$ cat config.mk
export PLATFORM = sky130hd
export DESIGN_NAME = intStatusAggregator
export DESIGN_NICKNAME = d
export VERILOG_FILES = /design/src/rtl/intAggPkg.sv /design/src/rtl/intAggControl.sv /design/src/rtl/intAggDatapath.sv /design/src/rtl/intStatusAggregator.sv
export SDC_FILE = /design/constraint.sdc
export NUM_CORES = 1
export LEC_CHECK = 0
export BUFFER_PORTS_ARGS = -buffer_cell sky130_fd_sc_hd__buf_4
export CORE_MARGIN = 2
export CORE_UTILIZATION = 38
export CTS_CLUSTER_DIAMETER = 100
export DETAILED_ROUTE_END_ITERATION = 8
export GPL_ROUTABILITY_DRIVEN = 0
export PLACE_DENSITY = 0.81
export RECOVER_POWER = 100
export SLEW_MARGIN = 0
export SYNTH_ARGS = -nofsm -noshare
export SYNTH_HDL_FRONTEND = slang
export SYNTH_SLANG_ARGS = --single-unit
$ cat constraint.sdc
create_clock -name clk -period 1.8 [get_ports clk]
set_input_delay 0.36 -clock clk [delete_from_list [all_inputs] [get_ports clk]]
set_output_delay 0.36 -clock clk [all_outputs]
set_load 0.01 [all_outputs]
$ cat src/rtl/intAggPkg.sv
package intAggPkg;
  typedef enum logic {
    SEL_STATUS = 1'b0,
    SEL_ENABLE = 1'b1
  } regSelE;

  typedef struct packed {
    logic enableWr;
    logic rdEnable;
  } aggStrobeT;
endpackage

$ cat src/rtl/intAggControl.sv
module intAggControl
  import intAggPkg::*;
(
  input  logic      clk,
  input  logic      rstN,
  input  logic      regSel,
  input  logic      regWrEn,
  input  logic      pendQual,
  output aggStrobeT strobes,
  output logic      hostIrq
);
  regSelE selE;

  always_comb begin
    selE = regSelE'(regSel);
    strobes.enableWr = regWrEn && (selE == SEL_ENABLE);
    strobes.rdEnable = (selE == SEL_ENABLE);
  end

  // Registered request: drops for at least one cycle after an all-clear.
  always_ff @(posedge clk) begin
    if (!rstN) hostIrq <= 1'b0;
    else       hostIrq <= pendQual;
  end
endmodule

$ cat src/rtl/intAggDatapath.sv
module intAggDatapath
  import intAggPkg::*;
#(
  parameter int NUM_BANKS  = 4,
  parameter int NUM_PERIPH = 6,
  parameter int DATA_W     = 16
) (
  input  logic                  clk,
  input  logic                  rstN,
  input  logic [NUM_BANKS-1:0]  bankIrq,
  input  logic [NUM_PERIPH-1:0] periphIrq,
  input  aggStrobeT             strobes,
  input  logic [DATA_W-1:0]     wrData,
  output logic [DATA_W-1:0]     rdData,
  output logic                  pendQual
);
  localparam int STAT_W     = NUM_BANKS + NUM_PERIPH;
  localparam int EN_W       = NUM_PERIPH + 1;
  localparam int GLOBAL_BIT = 0;
  localparam int PEN_BASE   = 1;

  logic [EN_W-1:0]       enableQ;
  logic [STAT_W-1:0]     statusVec;
  logic [NUM_PERIPH-1:0] periphQual;

  always_ff @(posedge clk) begin
    if (!rstN)                 enableQ <= '0;
    else if (strobes.enableWr) enableQ <= wrData[EN_W-1:0];
  end

  assign statusVec = {periphIrq, bankIrq};

  for (genvar p = 0; p < NUM_PERIPH; p++) begin : g_pgate
    assign periphQual[p] = periphIrq[p] & enableQ[PEN_BASE + p];
  end

  assign pendQual = enableQ[GLOBAL_BIT] & ((|bankIrq) | (|periphQual));

  always_comb begin
    if (strobes.rdEnable) rdData = {{(DATA_W-EN_W){1'b0}}, enableQ};
    else                  rdData = {{(DATA_W-STAT_W){1'b0}}, statusVec};
  end
endmodule

$ cat src/rtl/intStatusAggregator.sv
module intStatusAggregator
  import intAggPkg::*;
#(
  parameter int NUM_BANKS  = 4,
  parameter int NUM_PERIPH = 6,
  parameter int DATA_W     = 16
) (
  input  logic                  clk,
  input  logic                  rstN,
  input  logic [NUM_BANKS-1:0]  bankIrq,
  input  logic [NUM_PERIPH-1:0] periphIrq,
  input  logic                  regSel,
  input  logic                  regWrEn,
  input  logic [DATA_W-1:0]     regWrData,
  output logic [DATA_W-1:0]     regRdData,
  output logic                  hostIrq
);
  aggStrobeT strobes;
  logic      pendQual;

  intAggControl u_ctrl (
    .clk(clk), .rstN(rstN), .regSel(regSel), .regWrEn(regWrEn),
    .pendQual(pendQual), .strobes(strobes), .hostIrq(hostIrq)
  );

  intAggDatapath #(
    .NUM_BANKS(NUM_BANKS), .NUM_PERIPH(NUM_PERIPH), .DATA_W(DATA_W)
  ) u_dp (
    .clk(clk), .rstN(rstN), .bankIrq(bankIrq), .periphIrq(periphIrq),
    .strobes(strobes), .wrData(regWrData), .rdData(regRdData),
    .pendQual(pendQual)
  );
endmodule

==> out/metrics.cfg <==
[clocking]
post_cts_resized = 0
worstSkewPairLatency_ns = 0.25
clock-root-buffer = clkbuf_4
cts_made_buffers = 3
cts_tree = built
ctsHoldBuffers = 0
cts.sinks = 8
clock_path_buffers = 2
post_cts_buffers = 0
htreeDepth = 1
path_clk_slew_ns = 0.05

[finish]
fin_util = 0.543
diodes = 0
multi_input_area_um2 = 314
fin_area_um2 = 707
nets = 117
areaGrowthSynthToFinish_pct = 34.2
drive_gt1_frac = 0.353
fill_cells = 139
seqCellArea_um2 = 160

[die]
rows = 13
start_util = 0.405
fp.dieW_um = 41.2
die_y_um = 41.2
dieArea_um2 = 1700
fp.coreArea_um2 = 1300
io_pins = 47

[detailed_routing]
routedWlPerCell_um = 12.2
ant_nets = 0
drc = 0
initialDrtViolationCount = 3
vias = 507
vias_per_cell = 5.07
drt_pass1_iterations = 2
totalWireLength_um = 1220

[placement]
dpl_cell_area_um2 = 726
placement.io_buffers = 31
hpwl_um = 923

[status]
status = finished, final reports clean

[power_and_ir_drop]
peakVddDrop_mv = 0.366
leakage_nw = 0.330
p_per_area_nw_per_um2 = 616

[global_route]
antenna_found_initial = 0
grt_max_degree = 25
grt_pass1_vias = 420
grt_pass1_wl_um = 1840
overflow = 0
grtUsageTotal = 0.172

[timing]
final-max-slew-violation-count = 0
final_hold_viol_count = 0
setup_tns_ns = 0
post-route-period-util = 0.801
fin_worst_hold_slack_ns = 0.387
finalSetupViolations = 0
period_needed_ns = 1.44
grt_setup_unrepaired = no
max_freq_mhz = 693
fin_worst_skew_ns = 0.00166

[synth]
ys_ff_latch = 8
ys_types = 14
synth_seq_area_share = 0.304
synth_area_per_cell_um2 = 9.41
synth_area_um2 = 527
syn_inst = 56
ys_warn_count = 0

[critical_path]
slowest_stage = mux2_2
slowest_delay_ns = 0.36
crit_path_cell_trace = buf_4 > mux2_2 > clkbuf_1
cp_max_fo = 24
crit_path_end_kind = output pin
cp_data_arrival_time_ns = 1.08
critPathKind = in2out
cp_data_required_time_ns = 1.44
cp-start-kind = input pin

[min_path]
hold_path.class = in2reg

[run]
cap_violations = 0

final cells by class:
| class | instances | area share |
|---|---|---|
| flip-flops and latches | 8 | 0.227 |
| repair buffers | 31 | 0.271 |
| well taps | 15 | 0.0265 |
| clock buffers | 3 | 0.0319 |
| multi-input cells | 43 | 0.444 |
path summary, 6_finish.rpt:
kind / start / end / cells after the start / slack (ns)
setup reg to reg: u_dp.enableQ[5] / u_ctrl.hostIrq / 2 / 1.02
setup / recovery: regSel / regRdData[2] / 3 / 0.36
hold / removal: rstN / u_dp.enableQ[3] / 2 / 0.39
hold reg to reg: u_dp.enableQ[0] / u_ctrl.hostIrq / 2 / 0.46
stage by stage:
stage / std cells / setup slack (ns) / power, W
after floorplan: 61 / 0.620 / 0.000262
after global placement: 97 / 0.368 / 0.000313
after detailed placement: 97 / 0.364 / 0.000314
after CTS: 100 / 0.350 / 0.000454
after global routing: 100 / 0.320 / 0.000465
final: 100 / 0.357 / 0.000436
per-layer routing:
metal  up-vias  track usage  wire length (um)
met5         -            0                 0
met4         0        0.145                35
met3         4       0.0163                89
met2        22        0.270               583
met1       230        0.209               510
li1        251            -                 -
cells in the final DEF, fill, tap and decap left out:
master | Yosys | routed
and2b_1 | 3 | 3
a21boi_0 | 7 | 7
o21a_1 | 7 | 7
mux2_2 | 7 | 7
buf_4 | 6 | 20
clkbuf_4 | 0 | 3
dfxtp_1 | 8 | 8
a41oi_1 | 1 | 1
and3_1 | 7 | 7
clkbuf_1 | 0 | 11
a22oi_1 | 3 | 3
conb_1 | 1 | 6
nand2_1 | 1 | 1
nor4_1 | 1 | 1
cells in the mapped netlist:
cell      number  share of area
buf_4          6          0.086
conb_1         1         0.0071
a22oi_1        3          0.043
a41oi_1        1          0.017
o21a_1         7           0.10
a21boi_0       7           0.10
mux2_2         7           0.15
dfxtp_1        8           0.30
nand2_1        1         0.0071
buf_2          3          0.028
nor4_1         1          0.012
and3_1         7          0.083
and2b_1        3          0.043
buf_6          1          0.021
where the power goes:
part           switching, W  internal (W)
Sequential       0.00000519      0.000185
Clock             0.0000616     0.0000763
Combinational     0.0000484     0.0000589
Total              0.000115      0.000320
sequential cells by signal, indices dropped and copies added (netlist names):
name / count
u_dp.enableQ: 7
u_ctrl.hostIrq: 1
critical path: cells and delay by family:
kind | cells | cell delay [ns]
multiplexers | 1 | 0.36
buffers and inverters | 2 | 0.35
cells by family (layout without fill, tap and decap cells):
logic type	count (synthesis)	count (layout)	synth area share
AOI/OAI and AO/OA	18	18	0.259
other	1	6	0.00712
buffers and inverters	10	34	0.135
and+or+nand+nor	12	12	0.145
muxes	7	7	0.150
DFF	8	8	0.304
No activity file was read; power rests on OpenSTA's default activity.
